==> src/rtl/stagewd_pkg.sv <==
package stagewd_pkg;

    // Register byte offsets (software-visible)
    localparam int unsigned OFS_CFG    = 32'h0;
    localparam int unsigned OFS_CMD    = 32'h8;
    localparam int unsigned OFS_UNLOCK = 32'hC;

    // Key that arms a single following disable command
    localparam logic [31:0] UNLOCK_KEY = 32'h0000_C45A;

    // Command bit positions
    localparam int unsigned CMD_START_BIT = 0;
    localparam int unsigned CMD_STOP_BIT  = 1;

    // Field widths
    localparam int unsigned SRC_W = 4;
    localparam int unsigned PER_W = 8;
    localparam int unsigned CFG_W = SRC_W + PER_W + 5;

    // Stage indices that trigger actions
    localparam int unsigned STAGE_DBG = 4;

    // Configuration word, MSB first: por, dbg, remote, fast, local, period, source
    typedef struct packed {
        logic             por_en;
        logic             dbg_en;
        logic             remote_en;
        logic             fast_en;
        logic             local_en;
        logic [PER_W-1:0] period;
        logic [SRC_W-1:0] src;
    } wd_cfg_t;

    typedef enum logic [2:0] {
        ST_IDLE  = 3'd0,
        ST_ARMED = 3'd1,
        ST_WARN1 = 3'd2,
        ST_WARN2 = 3'd3,
        ST_WARN3 = 3'd4,
        ST_WARN4 = 3'd5
    } wd_state_e;

endpackage

==> src/rtl/stagewd_expiry.sv <==
// Picks one timer channel and divides its pulses by the configured period.
module stagewd_expiry
    import stagewd_pkg::*;
#(
    parameter int unsigned NUM_SRC = 16
) (
    input  logic               clk,
    input  logic               rst_n,
    input  logic [NUM_SRC-1:0] tmr_pulse,
    input  logic [SRC_W-1:0]   src,
    input  logic [PER_W-1:0]   period,
    input  logic               count_en,
    input  logic               clr,
    output logic               stage_tick
);
    localparam int unsigned LANES = 1 << SRC_W;
    localparam int unsigned CNT_W = PER_W + 1;

    logic [LANES-1:0] lanes;
    logic             sel_pulse;
    logic [PER_W-1:0] cnt_q;
    logic [CNT_W-1:0] cnt_inc;
    logic [CNT_W-1:0] per_eff;

    // Channels beyond NUM_SRC read as permanently quiet
    for (genvar g = 0; g < LANES; g++) begin : g_lane
        if (g < NUM_SRC) begin : g_real
            assign lanes[g] = tmr_pulse[g];
        end else begin : g_tie
            assign lanes[g] = 1'b0;
        end
    end

    assign sel_pulse = lanes[src];
    assign cnt_inc   = {1'b0, cnt_q} + CNT_W'(1);
    assign per_eff   = (period == '0) ? CNT_W'(1) : {1'b0, period};

    // Compare with >= so a period lowered mid-run still ticks promptly
    assign stage_tick = count_en && !clr && sel_pulse && (cnt_inc >= per_eff);

    always_ff @(posedge clk or negedge rst_n) begin
        if (!rst_n) begin
            cnt_q <= '0;
        end else if (clr) begin
            cnt_q <= '0;
        end else if (count_en && sel_pulse) begin
            cnt_q <= stage_tick ? '0 : cnt_inc[PER_W-1:0];
        end
    end

endmodule

==> src/rtl/stagewd_regs.sv <==
// Write bus decode: configuration storage, command strobes, unlock guard.
module stagewd_regs
    import stagewd_pkg::*;
#(
    parameter int unsigned ADDR_W = 4,
    parameter int unsigned DATA_W = 32
) (
    input  logic              clk,
    input  logic              rst_n,
    input  logic              wr_en,
    input  logic [ADDR_W-1:0] wr_addr,
    input  logic [DATA_W-1:0] wr_data,
    input  logic [ADDR_W-1:0] rd_addr,
    output logic [DATA_W-1:0] rd_data,
    output wd_cfg_t           cfg,
    output logic              cmd_start,
    output logic              cmd_stop
);
    localparam logic [ADDR_W-1:0] A_CFG    = ADDR_W'(OFS_CFG);
    localparam logic [ADDR_W-1:0] A_CMD    = ADDR_W'(OFS_CMD);
    localparam logic [ADDR_W-1:0] A_UNLOCK = ADDR_W'(OFS_UNLOCK);
    localparam logic [DATA_W-1:0] KEY      = DATA_W'(UNLOCK_KEY);

    logic unlocked_q;
    logic cmd_hit;
    logic key_hit;

    assign cmd_hit = wr_en && (wr_addr == A_CMD);
    assign key_hit = wr_en && (wr_addr == A_UNLOCK) && (wr_data == KEY);

    always_ff @(posedge clk or negedge rst_n) begin
        if (!rst_n) begin
            cfg        <= '0;
            unlocked_q <= 1'b0;
        end else if (wr_en) begin
            if (wr_addr == A_CFG) begin
                cfg <= wd_cfg_t'(wr_data[CFG_W-1:0]);
            end
            // Every write either re-arms or consumes the guard
            unlocked_q <= key_hit;
        end
    end

    assign cmd_start = cmd_hit && wr_data[CMD_START_BIT];
    assign cmd_stop  = cmd_hit && wr_data[CMD_STOP_BIT] && unlocked_q;

    assign rd_data = (rd_addr == A_CFG) ? DATA_W'(cfg) : '0;

endmodule

==> src/rtl/stagewd_fsm.sv <==
// Stage sequencer and action outputs.
module stagewd_fsm
    import stagewd_pkg::*;
(
    input  logic    clk,
    input  logic    rst_n,
    input  logic    cmd_start,
    input  logic    cmd_stop,
    input  logic    stage_tick,
    input  wd_cfg_t cfg,
    output logic    running,
    output logic    irq_local,
    output logic    irq_fast,
    output logic    irq_remote,
    output logic    dbg_rst,
    output logic    por_rst
);
    wd_state_e state_q, state_d;
    logic      enter_dbg;
    logic      fire_por;
    logic      warn_ge1;
    logic      warn_ge2;

    // Next-state logic: accepted disable first, then start, then ticks
    always_comb begin
        state_d   = state_q;
        enter_dbg = 1'b0;
        fire_por  = 1'b0;
        if (cmd_stop) begin
            state_d = ST_IDLE;
        end else begin
            unique case (state_q)
                ST_IDLE:  if (cmd_start)  state_d = ST_ARMED;
                ST_ARMED: if (stage_tick) state_d = ST_WARN1;
                ST_WARN1: if (stage_tick) state_d = ST_WARN2;
                ST_WARN2: if (stage_tick) state_d = ST_WARN3;
                ST_WARN3: begin
                    if (stage_tick) begin
                        state_d   = ST_WARN4;
                        enter_dbg = 1'b1;
                    end
                end
                ST_WARN4: begin
                    if (stage_tick) begin
                        state_d  = ST_IDLE;
                        fire_por = 1'b1;
                    end
                end
                default:  state_d = ST_IDLE;
            endcase
        end
    end

    // State register
    always_ff @(posedge clk or negedge rst_n) begin
        if (!rst_n) state_q <= ST_IDLE;
        else        state_q <= state_d;
    end

    // Reset requests: registered single-cycle pulses
    always_ff @(posedge clk or negedge rst_n) begin
        if (!rst_n) begin
            dbg_rst <= 1'b0;
            por_rst <= 1'b0;
        end else begin
            dbg_rst <= enter_dbg && cfg.dbg_en;
            por_rst <= fire_por && cfg.por_en;
        end
    end

    // Interrupt levels follow the stage
    always_comb begin
        warn_ge1   = (state_q == ST_WARN1) || (state_q == ST_WARN2) ||
                     (state_q == ST_WARN3) || (state_q == ST_WARN4);
        warn_ge2   = (state_q == ST_WARN2) || (state_q == ST_WARN3) ||
                     (state_q == ST_WARN4);
        running    = (state_q != ST_IDLE);
        irq_local  = warn_ge1 && cfg.local_en;
        irq_fast   = warn_ge2 && cfg.fast_en;
        irq_remote = warn_ge2 && cfg.remote_en;
    end

endmodule

==> src/rtl/stagewd_top.sv <==
module stagewd_top
    import stagewd_pkg::*;
#(
    parameter int unsigned NUM_SRC = 16,
    parameter int unsigned ADDR_W  = 4,
    parameter int unsigned DATA_W  = 32
) (
    input  logic               clk,
    input  logic               rst_n,
    input  logic               wr_en,
    input  logic [ADDR_W-1:0]  wr_addr,
    input  logic [DATA_W-1:0]  wr_data,
    input  logic [ADDR_W-1:0]  rd_addr,
    output logic [DATA_W-1:0]  rd_data,
    input  logic [NUM_SRC-1:0] tmr_pulse,
    output logic               irq_local,
    output logic               irq_fast,
    output logic               irq_remote,
    output logic               dbg_rst,
    output logic               por_rst
);
    wd_cfg_t cfg;
    logic    cmd_start;
    logic    cmd_stop;
    logic    stage_tick;
    logic    running;

    stagewd_regs #(
        .ADDR_W (ADDR_W),
        .DATA_W (DATA_W)
    ) i_regs (
        .clk       (clk),
        .rst_n     (rst_n),
        .wr_en     (wr_en),
        .wr_addr   (wr_addr),
        .wr_data   (wr_data),
        .rd_addr   (rd_addr),
        .rd_data   (rd_data),
        .cfg       (cfg),
        .cmd_start (cmd_start),
        .cmd_stop  (cmd_stop)
    );

    stagewd_expiry #(
        .NUM_SRC (NUM_SRC)
    ) i_expiry (
        .clk        (clk),
        .rst_n      (rst_n),
        .tmr_pulse  (tmr_pulse),
        .src        (cfg.src),
        .period     (cfg.period),
        .count_en   (running),
        .clr        (!running || cmd_stop),
        .stage_tick (stage_tick)
    );

    stagewd_fsm i_fsm (
        .clk        (clk),
        .rst_n      (rst_n),
        .cmd_start  (cmd_start),
        .cmd_stop   (cmd_stop),
        .stage_tick (stage_tick),
        .cfg        (cfg),
        .running    (running),
        .irq_local  (irq_local),
        .irq_fast   (irq_fast),
        .irq_remote (irq_remote),
        .dbg_rst    (dbg_rst),
        .por_rst    (por_rst)
    );

endmodule

==> config.mk <==
export PLATFORM = sky130hd
export DESIGN_NAME = stagewd_top
export DESIGN_NICKNAME = d
export VERILOG_FILES = /design/src/rtl/stagewd_pkg.sv /design/src/rtl/stagewd_expiry.sv /design/src/rtl/stagewd_regs.sv /design/src/rtl/stagewd_fsm.sv /design/src/rtl/stagewd_top.sv
export SDC_FILE = /design/constraint.sdc
export NUM_CORES = 1
export LEC_CHECK = 0
export BUFFER_PORTS_ARGS = -buffer_cell sky130_fd_sc_hd__buf_2
export CAP_MARGIN = 5
export CORE_MARGIN = 5
export CORE_UTILIZATION = 50
export CTS_BUF_LIST = sky130_fd_sc_hd__clkbuf_8
export CTS_CLUSTER_SIZE = 16
export DETAILED_ROUTE_END_ITERATION = 8
export PLACE_DENSITY = 0.83
export REMOVE_ABC_BUFFERS = 1
export SYNTH_ARGS = -nofsm -noshare
export SYNTH_HDL_FRONTEND = slang
export SYNTH_HIERARCHICAL = 1
export SYNTH_SLANG_ARGS = --single-unit
==> constraint.sdc <==
create_clock -name clk -period 4.1 [get_ports clk]
set_input_delay 1.025 -clock clk [delete_from_list [all_inputs] [get_ports clk]]
set_output_delay 1.025 -clock clk [all_outputs]
set_load 0.02 [all_outputs]
==> metrics.csv <==
stage;metric;value;unit
sta;fin_skew;8.04;ps
critical_path;cp_data_arrival_time;3640;ps
cts;cts_tree;built;
critical_path;worstPathRequired;4300;ps
placed_design;portBuffers;80;
synthesis;netlist_instances;228;
drt;drc;0;
sta;hold_slack;533;ps
pwr;p_per_area;403;mW/mm2
worst_hold_path;worstHoldStart;i_regs/cfg[14];
drt;routedWlPerCell;15.3;um
die;dieArea;0.00611;mm2
drt;vias_per_cell;5.47;
die;io_pins;96;
run_status;status;completed;
critical_path;crit_type;reg2reg;
cts;root_buffer;clkbuf_8;
synthesis;synth_edf_count;0;
layout;antenna_cells;0;
worst_hold_path;hold_path.class;reg2reg;
synthesis;ys_seq_area_share;33.4;%
synthesis;synth-async-reset-ratio;100;%
cts;clk_latency;290;ps
global_route;overflow;0;
die;start_util;52.3;%
die;die_w;78.2;um
synthesis;synth_warnings;6;
die;rows;24;
placed_design;gp_congestion;0.848;
critical_path;cp-start-kind;register;
drt;postRouteAntennaNets;0;
die;coreArea;0.00444;mm2
cts;cts.path.max_buffers;2;
layout;drive_above_1_share;38.4;%
drt;vias;1980;
global_route;grt_use_total;19.3;%
drt;drt-pass1-iter-count;4;
pwr;ir_drop;0.000219;V
cts;clk_pin_slew;60;ps
drt;drt_iter0_markers;113;
layout;final_nets;377;
critical_path;crit_path_max_fanout;8;
sta;setup_ws;667;ps
critical_path;endpoint_kind;register;
global_route;grt_pass1_vias;2145;
cts;numCtsBuffers;5;
sta;min_period_over_period;83.7;%
sta;fmax;0.291;GHz
run;max_cap_violations;0;
synthesis;synth_area;0.00232;mm2
synthesis;synth-seq-cells;31;
pwr;p_leak;0.00146;uW
global_route;grt_pass1_wl;9.54;mm
sta;period_needed;3430;ps
cts;cts_resized;0;
cts;cts-htree-levels;2;
cts;cts_sinks;31;
global_route;antenna_found_initial;0;
critical_path;crit_path_start;i_expiry/cnt_q[0];
synthesis;post_synth_num_cell_types;58;
sta;finalSetupTns;0;ps
synthesis;synth_ff_type;dfrtp_1;
layout;syn_to_final_growth;19.2;%
sta;final_hold_viol_count;0;
cts;post_cts_buffers;0;
placed_design;hpwl;4.37;mm
cts;hold_buffers;0;
drt;wl;5.55;mm
sta;tightest_slew;730;ps
placed_design;dp_worst_setup_slack;764;ps
synthesis;syn_avg_cell_area;10.2;um2
global_route;grt_max_degree;32;
sta;rsz0062_at_grt;false;
sta;relSlewSlack;50.9;%
critical_path;timing.rr.start;i_expiry/cnt_q[0];
sta;setup_viol;0;
die;die_h;78.2;um
sta;drv_slew;0;
[state kept, by name, indices dropped and copies added (netlist names)]
register and cells:
i_expiry/cnt_q 8, i_fsm/dbg_rst 1, i_fsm/state_q 3, i_regs/unlocked_q 1, i_fsm/por_rst 1, i_regs/cfg 17
[cell usage in the layout, fill, tap and decap left out, types with 3 or more instances in the layout]
cell	count
conb_1	15
and2b_1	4
o32ai_1	3
or3_1	4
mux2_4	10
mux2i_1	4
dfrtp_1	31
and3_1	3
inv_1	18
o22ai_1	3
nor2_1	3
mux2_2	8
ha_1	9
xor2_1	3
nand3_1	8
o211ai_1	3
and2_1	21
buf_2	80
nor4_1	6
o21ai_0	3
a21o_1	3
a22oi_1	3
nand2_1	11
clkbuf_8	5
nor3_1	3
a21oi_1	6
[critical path, stage by stage (launching register included)]
cell and delay, ps:
dfrtp_1 410, ha_1 240, nand3_1 160, or3_1 390, xnor2_1 150, ha_1 290
and3_1 170, and3_1 220, a211oi_2 90, buf_4 190, a211oi_1 520, nand2_1 200
xor2_1 180, nor3_1 130
[power breakdown]
| group | leakage (uW) | internal, uW | switching, uW | total [uW] |
|---|---|---|---|---|
| Clock | 0.0000505 | 114 | 116 | 230 |
| Combinational | 0.00101 | 210 | 238 | 447 |
| Sequential | 0.000398 | 364 | 73.1 | 437 |
[path summary, 6_finish.rpt]
kind / end / slack [ps] / cells after the start
hold reg to reg: i_regs/cfg[14] / 530 / 1
max in group asynchronous: i_regs/cfg[12] / 2870 / 1
setup reg to reg: i_fsm/state_q[1] / 670 / 13
hold / removal: i_regs/cfg[14] / 530 / 1
setup / recovery: i_fsm/state_q[1] / 670 / 13
min in group asynchronous: i_expiry/cnt_q[3] / 780 / 1
[cells by family (layout without fill, tap and decap cells)]
kind of cell | Yosys count | count (layout) | synth area share [%]
AOI/OAI and AO/OA | 36 | 36 | 11.8
xor gates and xnor gates | 5 | 5 | 1.89
adders and majority gates | 9 | 9 | 4.85
buffers and inverters | 37 | 105 | 9.54
DFF | 31 | 31 | 33.4
muxes | 24 | 24 | 14.2
other | 1 | 15 | 0.161
and+or+nand+nor | 85 | 85 | 24.2
[cell usage after synthesis, drive strengths merged (5+ instances only)]
cell type | instances | area [um2]
dfrtp | 31 | 776
nor4 | 7 | 58.8
buf | 18 | 146
ha | 9 | 113
or3 | 5 | 32.5
nand2 | 11 | 41.3
a21oi | 6 | 30.0
and2 | 21 | 131
inv | 16 | 60.1
mux2 | 18 | 240
nand3 | 9 | 57.6
nor2 | 5 | 23.8
[final cells by class]
class,instances,area [um2]
Clock buffer,5,68.8
Timing Repair Buffer,81,408
Multi-Input combinational cell,174,1380
Fill cell,382,1680
Tap cell,52,65.1
Clock inverter,3,12.5
Inverter,16,60.1
Sequential cell,31,776
[layer usage]
metal  part of all wire (%)  up-vias  track usage, %  wire (um)
met4                    1.4        0            6.12         80
met3                    5.9        9            5.95        325
li1                       -      967               -          -
met1                     40      936            21.6       2230
met5                      0        -               0          0
met2                     52       68            34.9       2910
[metrics by stage]
stage	total power, uW	cells	cell area [um2]	utilization (%)
2_1_floorplan	746	221	2210	-
3_3_place_gp	863	354	2690	60.4
3_5_place_dp	881	354	2690	60.4
4_1_cts	1110	362	2770	62.3
5_1_grt	1190	362	2770	62.3
6_report	1110	362	2770	62.3
No activity file was read; power rests on OpenSTA's default activity.
